===== config.mk =====
export PLATFORM = sky130hd
export DESIGN_NAME = rtc_i2c_top
export DESIGN_NICKNAME = d
export VERILOG_FILES = /design/src/rtl/rtc_i2c_pkg.sv /design/src/rtl/rtc_line_sync.sv /design/src/rtl/rtc_bus_link.sv /design/src/rtl/rtc_time_regs.sv /design/src/rtl/rtc_i2c_top.sv
export SDC_FILE = /design/constraint.sdc
export NUM_CORES = 1
export LEC_CHECK = 0
export BUFFER_PORTS_ARGS = -buffer_cell sky130_fd_sc_hd__buf_2
export CAP_MARGIN = 20
export CORE_ASPECT_RATIO = 1.5
export CORE_MARGIN = 2
export CORE_UTILIZATION = 55
export DETAILED_ROUTE_END_ITERATION = 10
export PLACE_DENSITY = 0.74
export SLEW_MARGIN = 30
export SYNTH_ARGS = -nofsm -noshare
export SYNTH_HDL_FRONTEND = slang
export SYNTH_SLANG_ARGS = --single-unit
export TNS_END_PERCENT = 30

===== constraint.sdc =====
create_clock -name clk -period 2.2 [get_ports clk]
set_clock_uncertainty 0.2 [all_clocks]
set_input_delay 0.44 -clock clk [delete_from_list [all_inputs] [get_ports clk]]
set_output_delay 0.44 -clock clk [all_outputs]
set_load 0.05 [all_outputs]

===== src/rtl/rtc_i2c_pkg.sv =====
// Shared constants, types and helpers for the two-wire RTC target.
// Assumes an 8-bit register byte and the fixed register layout below.
package rtc_i2c_pkg;
    localparam int BYTE_W = 8;
    localparam logic [3:0] DEV_PREFIX = 4'b1010;

    // Register layout: control first, then the time bytes.
    localparam int A_CTRL1 = 0;
    localparam int A_CTRL2 = 1;
    localparam int A_SEC   = 2;
    localparam int A_MIN   = 3;
    localparam int A_HR    = 4;

    localparam int HALT_BIT = 5;
    localparam int IEN_BIT  = 0;
    localparam int FLAG_BIT = 1;

    typedef enum logic [2:0] {
        LS_IDLE, LS_ADDR, LS_ACK, LS_WRITE, LS_READ, LS_RACK, LS_IGNORE
    } link_state_t;

    // Adds one to a two-digit BCD value. The caller handles the wrap.
    function automatic logic [BYTE_W-1:0] bcd_inc(input logic [BYTE_W-1:0] v);
        if (v[3:0] == 4'd9) return {v[7:4] + 4'd1, 4'd0};
        return {v[7:4], v[3:0] + 4'd1};
    endfunction
endpackage


===== src/rtl/rtc_line_sync.sv =====
// Synchronises SCL and SDA and reports edge and bus-condition events.
// Assumes SCL is much slower than clk. The bus idles high after reset.
module rtc_line_sync #(
    parameter int SYNC_STAGES = 2
) (
    input  logic clk,
    input  logic rst_n,
    input  logic scl_i,
    input  logic sda_i,
    output logic scl_s,
    output logic sda_s,
    output logic scl_rise,
    output logic scl_fall,
    output logic start_ev,
    output logic stop_ev
);
    localparam int LAST = SYNC_STAGES;

    logic [LAST:0] scl_q;
    logic [LAST:0] sda_q;

    // Shift both lines through the synchroniser plus one history stage.
    always_ff @(posedge clk) begin
        if (!rst_n) begin
            scl_q <= '1;
            sda_q <= '1;
        end else begin
            scl_q <= {scl_q[LAST-1:0], scl_i};
            sda_q <= {sda_q[LAST-1:0], sda_i};
        end
    end

    // Decode edges and conditions from the current and previous samples.
    always_comb begin
        scl_s    = scl_q[LAST-1];
        sda_s    = sda_q[LAST-1];
        scl_rise = scl_q[LAST-1] & ~scl_q[LAST];
        scl_fall = ~scl_q[LAST-1] & scl_q[LAST];
        start_ev = scl_q[LAST-1] & scl_q[LAST] & ~sda_q[LAST-1] & sda_q[LAST];
        stop_ev  = scl_q[LAST-1] & scl_q[LAST] & sda_q[LAST-1] & ~sda_q[LAST];
    end
endmodule


===== src/rtl/rtc_bus_link.sv =====
// Bit and byte engine of the target: address match, acknowledge,
// byte delivery on writes and byte fetch on reads. It only drives SDA
// low, and only changes that drive after a falling SCL edge.
module rtc_bus_link
    import rtc_i2c_pkg::*;
(
    input  logic              clk,
    input  logic              rst_n,
    input  logic              scl_s,
    input  logic              sda_s,
    input  logic              scl_rise,
    input  logic              scl_fall,
    input  logic              start_ev,
    input  logic              stop_ev,
    input  logic [2:0]        dev_sel,
    input  logic [BYTE_W-1:0] rd_data,
    output logic              sda_oe,
    output logic              wr_valid,
    output logic              wr_first,
    output logic [BYTE_W-1:0] wr_data,
    output logic              rd_req
);
    link_state_t       state;
    logic [2:0]        cnt;
    logic [BYTE_W-1:0] shreg;
    logic [BYTE_W-1:0] tx;
    logic              rw;
    logic              phase;
    logic              got_ack;
    logic              first_byte;
    logic [BYTE_W-1:0] rx_byte;

    // Byte being completed on this rising edge.
    always_comb rx_byte = {shreg[BYTE_W-2:0], sda_s};

    // Protocol sequencer: a START or STOP overrides every state.
    always_ff @(posedge clk) begin
        if (!rst_n) begin
            state      <= LS_IDLE;
            cnt        <= '0;
            shreg      <= '0;
            tx         <= '0;
            rw         <= 1'b0;
            phase      <= 1'b0;
            got_ack    <= 1'b0;
            first_byte <= 1'b0;
            sda_oe     <= 1'b0;
            wr_valid   <= 1'b0;
            wr_first   <= 1'b0;
            wr_data    <= '0;
            rd_req     <= 1'b0;
        end else begin
            wr_valid <= 1'b0;
            rd_req   <= 1'b0;
            if (start_ev) begin
                state  <= LS_ADDR;
                cnt    <= '0;
                phase  <= 1'b0;
                sda_oe <= 1'b0;
            end else if (stop_ev) begin
                state  <= LS_IDLE;
                sda_oe <= 1'b0;
            end else begin
                unique case (state)
                    LS_ADDR: if (scl_rise) begin
                        shreg <= rx_byte;
                        cnt   <= cnt + 3'd1;
                        if (cnt == 3'd7) begin
                            rw         <= sda_s;
                            phase      <= 1'b0;
                            first_byte <= 1'b1;
                            state      <= (rx_byte[7:1] == {DEV_PREFIX, dev_sel}) ? LS_ACK : LS_IGNORE;
                        end
                    end
                    LS_ACK: if (scl_fall) begin
                        if (!phase) begin
                            sda_oe <= 1'b1;
                            phase  <= 1'b1;
                        end else begin
                            phase <= 1'b0;
                            cnt   <= '0;
                            if (rw) begin
                                rd_req <= 1'b1;
                                tx     <= rd_data;
                                sda_oe <= ~rd_data[BYTE_W-1];
                                state  <= LS_READ;
                            end else begin
                                sda_oe <= 1'b0;
                                state  <= LS_WRITE;
                            end
                        end
                    end
                    LS_WRITE: if (scl_rise) begin
                        shreg <= rx_byte;
                        cnt   <= cnt + 3'd1;
                        if (cnt == 3'd7) begin
                            wr_valid   <= 1'b1;
                            wr_data    <= rx_byte;
                            wr_first   <= first_byte;
                            first_byte <= 1'b0;
                            phase      <= 1'b0;
                            state      <= LS_ACK;
                        end
                    end
                    LS_READ: begin
                        if (scl_rise) begin
                            cnt <= cnt + 3'd1;
                            if (cnt == 3'd7) begin
                                phase <= 1'b0;
                                state <= LS_RACK;
                            end
                        end else if (scl_fall) begin
                            sda_oe <= ~tx[BYTE_W-2];
                            tx     <= {tx[BYTE_W-2:0], 1'b0};
                        end
                    end
                    LS_RACK: begin
                        if (scl_rise && phase) begin
                            got_ack <= ~sda_s;
                        end else if (scl_fall && !phase) begin
                            sda_oe <= 1'b0;
                            phase  <= 1'b1;
                        end else if (scl_fall) begin
                            phase <= 1'b0;
                            cnt   <= '0;
                            if (got_ack) begin
                                rd_req <= 1'b1;
                                tx     <= rd_data;
                                sda_oe <= ~rd_data[BYTE_W-1];
                                state  <= LS_READ;
                            end else begin
                                state <= LS_IGNORE;
                            end
                        end
                    end
                    default: ;
                endcase
            end
        end
    end


    sda_low_change_chk: assert property (@(posedge clk) disable iff (!rst_n)
        $rose(sda_oe) |-> !scl_s);

    ignore_quiet_chk: assert property (@(posedge clk) disable iff (!rst_n)
        (state == LS_IGNORE) |-> !sda_oe);

    wr_rd_excl_chk: assert property (@(posedge clk) disable iff (!rst_n)
        !(wr_valid && rd_req));
endmodule


===== src/rtl/rtc_time_regs.sv =====
// Register file with pointer, BCD timekeeping, halt and interrupt flag.
// Assumes time bytes hold valid BCD. A bus write wins over a tick to
// the same byte in the same cycle.
module rtc_time_regs
    import rtc_i2c_pkg::*;
#(
    parameter int REG_AW = 4
) (
    input  logic              clk,
    input  logic              rst_n,
    input  logic              wr_valid,
    input  logic              wr_first,
    input  logic [BYTE_W-1:0] wr_data,
    input  logic              rd_req,
    input  logic              sec_tick,
    output logic [BYTE_W-1:0] rd_data,
    output logic              irq
);
    localparam int NREG = 1 << REG_AW;

    logic [BYTE_W-1:0] regs [NREG];
    logic [REG_AW-1:0] ptr;
    logic              run_tick;
    logic              sec_wrap;
    logic              min_wrap;
    logic              hr_wrap;

    // Time carry conditions and read data.
    always_comb begin
        run_tick = sec_tick & ~regs[A_CTRL1][HALT_BIT];
        sec_wrap = regs[A_SEC] == 8'h59;
        min_wrap = regs[A_MIN] == 8'h59;
        hr_wrap  = regs[A_HR]  == 8'h23;
        rd_data  = regs[ptr];
        irq      = regs[A_CTRL2][IEN_BIT] & regs[A_CTRL2][FLAG_BIT];
    end

    // Tick update first, then the bus access, so that a write overrides.
    always_ff @(posedge clk) begin
        if (!rst_n) begin
            for (int i = 0; i < NREG; i++) regs[i] <= '0;
            ptr <= '0;
        end else begin
            if (run_tick) begin
                regs[A_SEC] <= sec_wrap ? '0 : bcd_inc(regs[A_SEC]);
                if (sec_wrap) begin
                    regs[A_MIN] <= min_wrap ? '0 : bcd_inc(regs[A_MIN]);
                    if (min_wrap) regs[A_HR] <= hr_wrap ? '0 : bcd_inc(regs[A_HR]);
                end
                regs[A_CTRL2][FLAG_BIT] <= 1'b1;
            end
            if (wr_valid) begin
                if (wr_first) begin
                    ptr <= wr_data[REG_AW-1:0];
                end else begin
                    regs[ptr] <= wr_data;
                    ptr       <= ptr + 1'b1;
                end
            end else if (rd_req) begin
                ptr <= ptr + 1'b1;
            end
        end
    end


    ptr_wrap_chk: assert property (@(posedge clk) disable iff (!rst_n)
        (wr_valid && !wr_first && ptr == '1) |=> (ptr == '0));

    halt_freeze_chk: assert property (@(posedge clk) disable iff (!rst_n)
        (regs[A_CTRL1][HALT_BIT] && !wr_valid) |=> $stable(regs[A_SEC]));

    tick_advance_chk: assert property (@(posedge clk) disable iff (!rst_n)
        (run_tick && !wr_valid) |=> (regs[A_SEC] != $past(regs[A_SEC])));
endmodule


===== src/rtl/rtc_i2c_top.sv =====
// Two-wire target RTC: line synchroniser, protocol engine and register
// file. Assumes an external open-drain pad that pulls SDA low whenever
// sda_oe is 1.
module rtc_i2c_top #(
    parameter int SYNC_STAGES = 2,
    parameter int REG_AW      = 4
) (
    input  logic       clk,
    input  logic       rst_n,
    input  logic       scl_i,
    input  logic       sda_i,
    output logic       sda_oe,
    input  logic [2:0] dev_sel,
    input  logic       sec_tick,
    output logic       irq
);
    import rtc_i2c_pkg::*;

    logic              scl_s, sda_s, scl_rise, scl_fall, start_ev, stop_ev;
    logic              wr_valid, wr_first, rd_req;
    logic [BYTE_W-1:0] wr_data, rd_data;

    rtc_line_sync #(.SYNC_STAGES(SYNC_STAGES)) u_sync (
        .clk(clk), .rst_n(rst_n), .scl_i(scl_i), .sda_i(sda_i),
        .scl_s(scl_s), .sda_s(sda_s), .scl_rise(scl_rise), .scl_fall(scl_fall),
        .start_ev(start_ev), .stop_ev(stop_ev)
    );

    rtc_bus_link u_link (
        .clk(clk), .rst_n(rst_n), .scl_s(scl_s), .sda_s(sda_s),
        .scl_rise(scl_rise), .scl_fall(scl_fall), .start_ev(start_ev),
        .stop_ev(stop_ev), .dev_sel(dev_sel), .rd_data(rd_data),
        .sda_oe(sda_oe), .wr_valid(wr_valid), .wr_first(wr_first),
        .wr_data(wr_data), .rd_req(rd_req)
    );

    rtc_time_regs #(.REG_AW(REG_AW)) u_regs (
        .clk(clk), .rst_n(rst_n), .wr_valid(wr_valid), .wr_first(wr_first),
        .wr_data(wr_data), .rd_req(rd_req), .sec_tick(sec_tick),
        .rd_data(rd_data), .irq(irq)
    );
endmodule


=== Word-level counts from Yosys, hierarchy flattened ===
Memories as Yosys holds them, arrays and structs flattened. A register that Yosys moved wholly into a read port is not among the register bits.
Cells that the tools add are included.

* Bits in registers: 46
* Memory bits (writable): 128
* Output and inout bits: 2
* Logic and storage cells: 262
* Memories: 1

* Add/subtract/negate cells: 8
* Equality and inequality tests: 47
* Muxes and demuxes: 123
* Bitwise gates (word level): 40
* Reductions and logical operators: 26

{| class="wikitable"
|+ Memory list
! memory !! depth !! width !! read ports !! clocked after Yosys merged registers in !! write ports !! line !! text
|-
| u_regs.regs || 16 || 8 || 6 || 1 || 16 || rtc_time_regs.sv:21 || <nowiki>logic [BYTE_W-1:0] regs [NREG];</nowiki>
|}

{| class="wikitable"
|+ Operators by type and width
! operator !! number
|-
| $mux 8 || 22
|-
| $mux 7 || 9
|-
| $mux 1 || 59
|-
| $mux 3 || 19
|-
| $ne 4x3->1 const B || 9
|-
| $reduce_and 12->1 || 3
|-
| $add 4x1->4 const B || 7
|-
| $ne 2x1->1 const B || 14
|-
| $mux 4 || 6
|-
| $pmux 7 s3 || 1
|-
| $reduce_and 7->1 || 3
|-
| $and 1x1->1 || 19
|-
| $not 1->1 || 17
|-
| $eq 4x4->1 const A || 4
|-
| $eq 8x7->1 const B || 2
|-
| $pmux 3 s5 || 1
|-
| $eq 4x4->1 const B || 3
|-
| $reduce_and 5->1 || 2
|-
| $eq 3x3->1 const B || 3
|-
| $pmux 3 s3 || 1
|-
| $eq 8x6->1 const B || 1
|-
| $ne 4x4->1 const B || 2
|-
| $reduce_and 4->1 || 2
|-
| $reduce_and 8->1 || 1
|-
| other kinds (20) || 34
|}

=== Logic depth before layout (Yosys ltp) ===
Gate-level depths: netlist of the first run.
An unclocked memory read counts as a cell.

* Depth after elaboration: 14
* Depth in mapped cells: 8
* Gate-level depth less buffers: 7

=== Modules after synthesis ===
From an unflattened synthesis of the first run, not the netlist that was laid out.

* Cell total of the unflattened synthesis: 746
* Area, all modules: 8923.6 um2

{| class="wikitable"
|+ Modules (own cells, without submodules)
! module !! instances !! cells each !! area an instance (um2) !! seq. area each (um2)
|-
| rtc_time_regs || 1 || 505 || 6812.8 || 3993.8
|-
| rtc_bus_link || 1 || 225 || 1920.6 || 720.7
|-
| rtc_line_sync || 1 || 16 || 190.2 || 120.1
|}

=== Least setup slack after synthesis of the first run ===
No wires, ideal clock.

* Path kind: reg-to-reg
* From: register u_regs.ptr[0]
* To: memory u_regs.regs[3][4] (enable)
* Library setup time: 0.309 ns
* Arrival time: 1.604 ns
* Slack: 0.088 ns
* Stages on the path, launching flop included: 7
* Clock period less this slack: 2.112 ns
* Path through: dfxtp_1 ha_1 clkbuf_1 nand2_1 nor2_1 or3_1 and2_1

{| class="wikitable"
|+ RTL lines
! item !! line !! text
|-
| from (decl) || rtc_time_regs.sv:22 || <nowiki>logic [REG_AW-1:0] ptr;</nowiki>
|-
| from (signal assigned) || rtc_time_regs.sv:54 || <nowiki>ptr <= wr_data[REG_AW-1:0];</nowiki>
|-
| from (signal assigned) || rtc_time_regs.sv:57 || <nowiki>ptr <= ptr + 1'b1;</nowiki>
|-
| from (signal assigned) || rtc_time_regs.sv:60 || <nowiki>ptr <= ptr + 1'b1;</nowiki>
|-
| to (decl) || rtc_time_regs.sv:21 ||
|}

==> out/results.ini, run 1 <==
[outcome]
status = completed

[sta]
layout_min_cycle_time_ns = 2.155
slew_headroom = 0.4284
hold_slack_ns = 0.2336
setup_viol = 0
report.final.hold_viol_count = 0
finalMaxSlewViolations = 0
rsz0062_at_grt = yes
tightest_slew_ns = 0.8562
max_freq_mhz = 463.9
fin_crit_sh = 0.9797

[logic_synthesis]
syn_nets = 811
synth_area_um2 = 8959
ys.flop_type = edfxtp_1
synth-seq-cells = 178
synthCells = 785
async_flop_share = 0
synth_enable_flop_cells = 127
synth_cell_types = 68
synth_seq_area_share = 0.5397
synth_top_area_frac = 0.4257
yosysTopAreaCell = edfxtp_1
synthTopCellsByArea = edfxtp_1, dfxtp_1, and3_1, mux2i_1, ha_1
syn_avg_cell_area_um2 = 11.41
synth_warnings = 0

[layout]
finalInstanceArea_um2 = 10110
n_antenna_cell = 0
nets = 840
multiInputGateArea_um2 = 3844
mostFrequentLayoutCell = edfxtp_1
syn2layout_area_growth_pct = 12.85
final_cell_mix = edfxtp_1, and3_1, mux2i_1
drive_above_1_share = 0.1669
fillers = 1249
regArea_um2 = 4836

[global_route]
first_global_vias = 6565
grt_max_degree = 29
gr-total-overflow = 0
grt_antenna_before_repair = 0
grt_usage = 0.2659
grt_pass1_wl_mm = 34.66

[placement]
port-buffer-count = 9
dpl_cell_area_um2 = 9447
place_congestion = 0.9313
hpwlAfterDp_mm = 15.91

[pwr]
p_int_mw = 5.363
powerDensity_nw_per_um2 = 684.8
combPwrFrac = 0.039
swShare = 0.2254
power.switching_mw = 1.560
p_leak_nw = 3.934
peakVddDrop_v = 0.0005460
pwr-share-seq = 0.542
pwr-share-clk = 0.419

[routing]
drc = 0
ant_nets = 0
via_count = 6440
drt_iter0_drc = 455
viasPerCell = 6.234
dr.pass1.iters = 5
drt-total-wl_mm = 22.25
avgRoutedWirePerCell_um = 21.54

[critical_path]
crit_path_end_kind = flip-flop
cp_cell_sequence = inv_1 -> ha_1 -> nand3b_1 -> nor3_4 -> nand2_2 -> buf_4 -> or3_4 -> o2bb2ai_1
slowest_delay_ns = 0.45
path_max_fanout = 4
worstPathArrival_ns = 2.24
crit_type = reg2reg
path_delay_family = simple AND/OR/NAND/NOR gates
required_ns = 2.29
crit_path_start_kind = flip-flop
cp.buffers_inverters = 2
crit_path_top_delay_cell = edfxtp_1

[clock_tree]
insertion_delay_ns = 0.44
root_buffer = clkbuf_16
cts_sinks = 178
htreeDepth = 4
cts_buffer_depth = 2
cts_tree = done
clk_pin_slew_worst_paths_ns = 0.07
cts_made_buffers = 17

[floorplanning]
die_y_um = 160.3
die_area_um2 = 17350
io_pins = 10
std_cell_rows = 57
dieWidth_um = 108.2
initial_core_util = 0.5583
core-area_um2 = 16050

[worst_hold_path]
hold_class = reg2reg

[job]
maxCapViolCount = 0

state kept, by name, summed over array words and instances (netlist names), named ones only:
name               count
u_sync.sda_q           3
u_link.tx              7
u_regs.regs          128
u_link.cnt             3
u_sync.scl_q           3
u_link.wr_valid        1
u_link.rw              1
u_link.wr_first        1
u_regs.ptr             4
u_link.wr_data         8
u_link.got_ack         1
u_link.first_byte      1
u_link.rd_req          1
u_link.state           3
u_link.phase           1
u_link.sda_oe          1
u_link.shreg           7
per-layer routing:
layer | vias up | part of all wire | global-route usage
met5 | - | 0 | 0
met4 | 0 | 0.043 | 0.1317
met3 | 65 | 0.042 | 0.04464
met2 | 211 | 0.55 | 0.4974
met1 | 3160 | 0.37 | 0.2807
li1 | 3004 | - | -
logic make-up after synthesis:
kind of cell / Yosys count / synth area share
compound gates: 140 / 0.1119
xor+xnor: 15 / 0.01467
fa+ha+maj: 18 / 0.02514
buf+inv: 77 / 0.03729
flops: 178 / 0.5397
mux: 70 / 0.08939
simple gates: 287 / 0.1820
worst register-to-register path, delay by kind of cell (launching register included):
| kind | cells | cell delay, ns |
|---|---|---|
| adder cells (fa/ha/maj) | 1 | 0.13 |
| buffers and inverters | 2 | 0.23 |
| AO/OA/AOI/OAI | 1 | 0.13 |
| flip-flops | 1 | 0.45 |
| AND/OR/NAND/NOR | 4 | 0.87 |
final timing paths:
check	from	to	slack [ns]	cells after the start
min	u_sync.scl_q[0]	u_sync.scl_q[1]	0.23	1
max reg2reg	u_regs.regs[2][5]	u_regs.regs[4][0]	0.04	8
max	u_regs.regs[2][5]	u_regs.regs[4][0]	0.04	8
min reg2reg	u_sync.scl_q[0]	u_sync.scl_q[1]	0.23	1
synthesized netlist by cell type, types with 3 or more instances:
library cell	count
a21o_1	4
a21oi_1	23
a22o_1	10
a22oi_1	25
a311oi_1	6
a32o_1	4
a32oi_1	10
and2_1	7
and3_1	105
buf_1	3
buf_2	12
buf_4	4
clkbuf_1	38
dfxtp_1	51
edfxtp_1	127
ha_1	18
inv_1	17
mux2i_1	62
mux4_2	8
nand2_1	60
nand2b_1	13
nand3_1	24
nand3b_1	5
nor2_1	28
nor2b_1	8
nor3_1	6
o21ai_0	29
o21ai_1	3
o22ai_1	3
o2bb2ai_1	5
or3_1	5
xnor2_1	7
xor2_1	8
cell type report:
type,instances,area share
tap,206,0.02550
clock buffer,20,0.04629
clock inverter,12,0.009777
sequential,178,0.4783
inverter,18,0.006683
multi-input combinational,530,0.3802
timing repair buffer,69,0.05322
through the flow:
step           power [mW]  setup TNS [ns]  cells  worst slack, ns  utilization
2_1_floorplan       3.976               0    785          0.08766            -
6_report            6.923               0   1033          0.04457       0.6300
3_5_place_dp        4.085               0    996          0.04208       0.5887
4_1_cts             6.936               0   1030          0.02007       0.6253
5_1_grt             7.090        -0.03261   1033         -0.01188       0.6300
3_3_place_gp        4.069               0    996          0.09120       0.5887
power by group through the flow:
stage,sequential (mW),combinational (mW),clock [mW]
floorplan,3.80,0.179,0
global placement,3.82,0.253,0
detailed placement,3.82,0.262,0
CTS,3.75,0.267,2.92
global route,3.76,0.296,3.03
finish,3.75,0.272,2.90
timing repair:
item                                   CTS  global route
setup buffers                            0             3
setup endpoints to repair                0            20
gates resized for setup                  0            14
hold buffers                             2             0
endpoints found under the hold margin    2             0
(Power assumes the default switching activity.)
==> run 2: changes to the inputs <==
--- a/config.mk
+++ b/config.mk
@@ -8,8 +8,9 @@
 export BUFFER_PORTS_ARGS = -buffer_cell sky130_fd_sc_hd__buf_2
 export CAP_MARGIN = 20
 export CORE_ASPECT_RATIO = 1.5
-export CORE_MARGIN = 2
+export CORE_MARGIN = 5
 export CORE_UTILIZATION = 55
+export CTS_CLUSTER_DIAMETER = 200
 export DETAILED_ROUTE_END_ITERATION = 10
 export PLACE_DENSITY = 0.74
 export SLEW_MARGIN = 30
==> run 2 against run 1 <==
Wire length is 1.3% higher. Power rose by 2.9%. Cell area grew 0.77%. Setup slack gained 0.043 ns. Sequential share of layout area is 0.35 points lower. Utilization rose by 0.20 points. First-iteration DRC count is 18% higher. Critical endpoint is now u_regs.regs[4][3]. Final cell count grew 0.48%.
==> out/results.ini, run 2 (synthesized netlist as in run 1, its figures left out) <==
[critical_path]
crit_start = u_link.wr_valid
crit_type = reg2reg
worstPathArrival_ns = 2.20  ; -0.04 ns
crit_path_start_kind = flip-flop
required_ns = 2.28  ; about the same
path_max_fanout = 8  ; +4
crit_path_top_delay_cell = dfxtp_1
r2r_slack_ns = 0.09  ; +0.04 ns
crit_path_end_kind = flip-flop
slowest_delay_ns = 0.48  ; +0.03 ns
cp_cell_sequence = nand3b_1 -> buf_4 -> nor2_1 -> and2_1 -> nand2_1 -> o21ai_1
r2r_start = u_link.wr_valid

[pwr]
p_int_mw = 5.410  ; +0.88%
pwr-share-clk = 0.435  ; +0.016
combPwrFrac = 0.039  ; about the same
p_leak_nw = 3.988  ; +1.4%
swShare = 0.2408  ; +0.01540
power.switching_mw = 1.716  ; +10%
pwr-share-seq = 0.526  ; -0.016
powerDensity_nw_per_um2 = 699.5  ; +2.1%
peakVddDrop_v = 0.0003757  ; -31%
p_total_mw = 7.126  ; +2.9%

[sta]
fin_tns_setup_ns = 0  ; unchanged
finalMaxSlewViolations = 0  ; unchanged
setup_viol = 0  ; unchanged
fin_ws_ns = 0.08731  ; +0.04273 ns
tightest_slew_ns = 0.8826  ; +0.02647 ns
report.final.hold_viol_count = 0  ; unchanged
max_freq_mhz = 473.3  ; +2.0%
slew_headroom = 0.4108  ; -0.01767
fin_crit_sh = 0.9603  ; -0.01942
layout_min_cycle_time_ns = 2.113  ; -0.04273 ns

[routing]
avgRoutedWirePerCell_um = 21.70  ; +0.77%
drt_iter0_drc = 538  ; +18%
drt-total-wl_mm = 22.53  ; +1.3%
via_count = 6479  ; +0.61%
viasPerCell = 6.242  ; +0.12%
drc = 0  ; unchanged
dr.pass1.iters = 7  ; +2
ant_nets = 0  ; unchanged

[floorplanning]
die_y_um = 166.3  ; +3.7%
die_area_um2 = 18990  ; +9.5%
dieWidth_um = 114.2  ; +5.5%
initial_core_util = 0.5558  ; -0.002470
core-area_um2 = 16120  ; +0.44%
std_cell_rows = 57  ; unchanged
io_pins = 10  ; unchanged

[layout]
multiInputGateArea_um2 = 3816  ; -0.72%
drive_above_1_share = 0.1707  ; +0.003805
n_antenna_cell = 0  ; unchanged
regArea_um2 = 4837  ; about the same
largest_reg_flops = 128  ; unchanged
mostFrequentLayoutCell = edfxtp_1
top_register = u_regs.regs
reg_top3 = u_regs.regs x128, u_link.wr_data x8
fillers = 1289  ; +3.2%
syn2layout_area_growth_pct = 13.72
nets = 845  ; +0.60%
final_core_util = 0.6320  ; +0.002026
final_cell_mix = edfxtp_1, and3_1, mux2i_1

[placement]
port-buffer-count = 9  ; unchanged
place_ws_ns = -0.03217  ; -0.07425 ns
place_congestion = 1.003  ; +7.7%
hpwlAfterDp_mm = 16.11  ; +1.2%

[outcome]
status = completed

[clock_tree]
insertion_delay_ns = 0.44  ; about the same
cts_tree = done
htreeDepth = 4  ; unchanged
cts_sinks = 178  ; unchanged
root_buffer = clkbuf_16
clk_pin_slew_worst_paths_ns = 0.08  ; about the same
cts_buffer_depth = 2  ; unchanged
cts_made_buffers = 17  ; unchanged

[job]
maxCapViolCount = 0  ; unchanged

[worst_hold_path]
min_from = u_sync.scl_q[0]
hold_class = reg2reg

[global_route]
grt_antenna_before_repair = 0  ; unchanged
first_global_vias = 6685  ; +1.8%
gr-total-overflow = 0  ; unchanged
grt_max_degree = 29  ; unchanged
grt_pass1_wl_mm = 35.35  ; +2.0%
grt_usage = 0.2417  ; -0.02416

## run 2: cell count changes in the layout (fill, tap and decap cells not counted), sizes merged
cell,delta
inv,+2
buf,+5
clkbuf,-2
## run 2: layout make-up
cell class,count,share of cell area
flip-flops and latches,178,0.4748
multi-input cells,530,0.3746
repair buffers,74,0.05650
clock buffers,18,0.04422
well taps,206,0.02530
clock inverters,14,0.01793
inverters,18,0.006632
## run 2: metal layers
metal / GRT usage / vias up / wire (um)
li1: - / 3015 / -
met1: 0.2760 / 3137 / 8451
met2: 0.4222 / 242 / 11840
met3: 0.03719 / 85 / 995
met4: 0.1390 / 0 / 1241
met5: 0 / - / 0
## run 2: final timing paths
| path | to | cells after the start |
|---|---|---|
| setup / recovery | u_regs.regs[4][3] | 6 |
| hold / removal | u_sync.scl_q[1] | 1 |
| setup reg to reg | u_regs.regs[4][3] | 6 |
| hold reg to reg | u_sync.scl_q[1] | 1 |
## run 2: what timing repair did
action | 4_1_cts | 5_1_grt
gates resized for setup | 1 | 9
setup buffers | 2 | 2
hold buffers | 2 | 0
hold endpoints to repair | 2 | 0
pin swaps | 0 | 2
setup endpoints to repair | 2 | 23
## run 2: power groups by stage
stage,registers (mW),logic [mW],clock network (mW)
final,3.75,0.275,3.10
after global routing,3.76,0.300,3.28
after CTS,3.75,0.271,3.13
after detailed placement,3.82,0.263,0
after global placement,3.82,0.257,0
after floorplan,3.80,0.179,0
## run 2: through the flow
stage          instance area [um2]  hold slack, ns  std cells
2_1_floorplan                 8959          0.1863        785
3_3_place_gp                  9477          0.1904       1000
3_5_place_dp                  9477          0.1962       1000
4_1_cts                      10150          0.2153       1036
5_1_grt                      10190          0.2332       1038
6_report                     10190          0.2147       1038
## run 2: worst max-delay path: cells and delay by family (launching register included)
family                 cells  cell delay [ns]
DFF                        1             0.48
AOI/OAI and AO/OA          1             0.09
buffers and inverters      1             0.18
and+or+nand+nor            4             1.00
==> run 3: changes to the inputs <==
--- a/config.mk
+++ b/config.mk
@@ -5,14 +5,13 @@
 export SDC_FILE = /design/constraint.sdc
 export NUM_CORES = 1
 export LEC_CHECK = 0
-export BUFFER_PORTS_ARGS = -buffer_cell sky130_fd_sc_hd__buf_2
 export CAP_MARGIN = 20
 export CORE_ASPECT_RATIO = 1.5
 export CORE_MARGIN = 5
 export CORE_UTILIZATION = 55
-export CTS_CLUSTER_DIAMETER = 200
 export DETAILED_ROUTE_END_ITERATION = 10
-export PLACE_DENSITY = 0.74
+export DONT_BUFFER_PORTS = 1
+export PLACE_DENSITY = 0.73
 export SLEW_MARGIN = 30
 export SYNTH_ARGS = -nofsm -noshare
 export SYNTH_HDL_FRONTEND = slang
==> run 3 against run 2 <==
Wire length grew 3.4%. Worst hold slack worse by 0.16 ns. First-iteration DRC count is 8.2% higher.
==> out/results.ini, run 3 (synthesized netlist as in run 1, its figures left out) <==
[critical_path]
worstPathArrival_ns = 2.11  ; -0.09 ns
crit_start = u_regs.regs[2][1]
cp_cell_sequence = inv_1 -> ha_1 -> nand3b_4 -> nor3_4 -> buf_4 -> o211a_4 -> nand2_1 -> and2_4
crit_path_end_kind = flip-flop
crit_path_start_kind = flip-flop
crit_path_top_delay_cell = edfxtp_1
r2r_start = u_regs.regs[2][1]
slowest_delay_ns = 0.39  ; -0.09 ns
path_max_fanout = 5  ; -3
crit_type = reg2reg
required_ns = 2.19  ; -0.09 ns

[clock_tree]
cts_sinks = 178  ; unchanged
cts_made_buffers = 17  ; unchanged
cts_tree = done
cts_buffer_depth = 2  ; unchanged
insertion_delay_ns = 0.43  ; about the same
root_buffer = clkbuf_16
clk_pin_slew_worst_paths_ns = 0.07  ; about the same
htreeDepth = 4  ; unchanged

[sta]
max_freq_mhz = 472.2  ; -0.24%
hold_slack_ns = 0.05750  ; -0.1572 ns
rsz0062_at_grt = yes
finalMaxSlewViolations = 0  ; unchanged
tightest_slew_ns = 0.8313  ; -0.05136 ns
fin_ws_ns = 0.08231  ; -0.004993 ns
fin_crit_sh = 0.9626  ; +0.002269
setup_viol = 0  ; unchanged
report.final.hold_viol_count = 0  ; unchanged
slew_headroom = 0.4451  ; +0.03429
layout_min_cycle_time_ns = 2.118  ; +0.004993 ns

[pwr]
powerDensity_nw_per_um2 = 694.7  ; -0.68%
combPwrFrac = 0.038  ; about the same
p_leak_nw = 3.911  ; -1.9%
swShare = 0.2212  ; -0.01954
p_int_mw = 5.442  ; +0.60%
pwr-share-clk = 0.426  ; -0.009
pwr-share-seq = 0.537  ; +0.011
peakVddDrop_v = 0.0004225  ; +12%
power.switching_mw = 1.546  ; -9.9%

[placement]
port-buffer-count = 0  ; -9
dpl_cell_area_um2 = 9417  ; -0.63%
dp.cells = 989  ; -1.1%
hpwlAfterDp_mm = 16.47  ; +2.3%
place_ws_ns = -0.02303  ; +0.009132 ns
place_congestion = 0.9523  ; -5.1%

[layout]
nets = 833  ; -1.4%
drive_above_1_share = 0.1524  ; -0.01823
mostFrequentLayoutCell = edfxtp_1
finalInstanceArea_um2 = 10060  ; -1.3%
largest_reg_flops = 128  ; unchanged
n_antenna_cell = 0  ; unchanged
fin_cells = 1026  ; -1.2%
syn2layout_area_growth_pct = 12.29
final_core_util = 0.6241  ; -0.007918
fillers = 1323  ; +2.6%
reg_top3 = u_regs.regs x128, u_link.wr_data x8
top_register = u_regs.regs
final_cell_mix = edfxtp_1, and3_1, mux2i_1

[global_route]
grt_max_degree = 37  ; +28%
gr-total-overflow = 0  ; unchanged
grt_antenna_before_repair = 0  ; unchanged
first_global_vias = 6590  ; -1.4%
grt_pass1_wl_mm = 36.36  ; +2.9%
grt_usage = 0.2497  ; +0.007965

[floorplanning]
die_y_um = 166.3  ; unchanged
dieWidth_um = 114.2  ; unchanged
std_cell_rows = 57  ; unchanged
io_pins = 10  ; unchanged
initial_core_util = 0.5558  ; unchanged
core-area_um2 = 16120  ; unchanged
die_area_um2 = 18990  ; unchanged

[routing]
via_count = 6592  ; +1.7%
dr.pass1.iters = 8  ; +1
drt_iter0_drc = 582  ; +8.2%
ant_nets = 0  ; unchanged
viasPerCell = 6.425  ; +2.9%
avgRoutedWirePerCell_um = 22.70  ; +4.6%
drc = 0  ; unchanged
drt-total-wl_mm = 23.29  ; +3.4%

[worst_hold_path]
hold_class = in2reg
min_from = rst_n

[job]
maxCapViolCount = 0  ; unchanged

[outcome]
status = completed

## run 3: cell types whose count changed in the layout (fill, tap and decap cells not counted), moves of 2 or more
cell      before  now
inv_8          3    1
clkinv_4       1    3
clkbuf_1       0    2
buf_2          9    0
clkinv_8       7    0
clkinv_2       0    2
buf_4         60   56
## run 3: final timing paths
| check | to | slack (ns) | cells past startpoint |
|---|---|---|---|
| max | u_regs.regs[3][7] | 0.08 | 8 |
| min | u_link.phase | 0.06 | 2 |
| max reg2reg | u_regs.regs[3][7] | 0.08 | 8 |
| min reg2reg | u_sync.sda_q[1] | 0.21 | 1 |
## run 3: what timing repair did
action,4_1_cts,5_1_grt
cloned,0,0
pin swaps,3,1
hold buffers,3,0
buffers inserted,1,1
endpoints found under the setup margin,7,24
gates resized for setup,3,7
endpoints found under the hold margin,11,0
## run 3: area by class of cell
type | instances | area (um2) | share of cell area
repair buffers | 62 | 510.5 | 0.05075
well taps | 206 | 257.7 | 0.02562
clock inverters | 12 | 118.9 | 0.01182
clock buffers | 20 | 457.9 | 0.04552
inverters | 18 | 67.56 | 0.006716
multi-input cells | 530 | 3811 | 0.3789
flip-flops and latches | 178 | 4836 | 0.4807
## run 3: metal layers
layer / vias to the layer above / global-route usage / part of all wire
met5: - / 0 / 0
met4: 0 / 0.1173 / 0.043
met3: 67 / 0.03573 / 0.046
met2: 266 / 0.4516 / 0.54
met1: 3269 / 0.2846 / 0.37
li1: 2990 / - / -
## run 3: worst max-delay path, delay by kind of cell, from the launching register on
family / cells / cell delay (ns)
fa+ha+maj: 1 / 0.19
flops: 1 / 0.39
simple gates: 4 / 0.69
buf+inv: 2 / 0.25
compound gates: 1 / 0.17
## run 3: power groups by stage
stage	Sequential [mW]	Combinational, mW	Clock, mW
6_report	3.75	0.262	2.98
5_1_grt	3.76	0.283	3.17
4_1_cts	3.75	0.260	3.01
3_5_place_dp	3.82	0.248	0
3_3_place_gp	3.82	0.242	0
2_1_floorplan	3.80	0.179	0
## run 3: stage by stage
| stage | TNS, ns | power (mW) |
|---|---|---|
| finish | 0 | 6.989 |
| CTS | 0 | 7.021 |
| global route | -0.001587 | 7.206 |
| floorplan | 0 | 3.976 |
| detailed placement | -0.1134 | 4.073 |
| global placement | 0 | 4.058 |
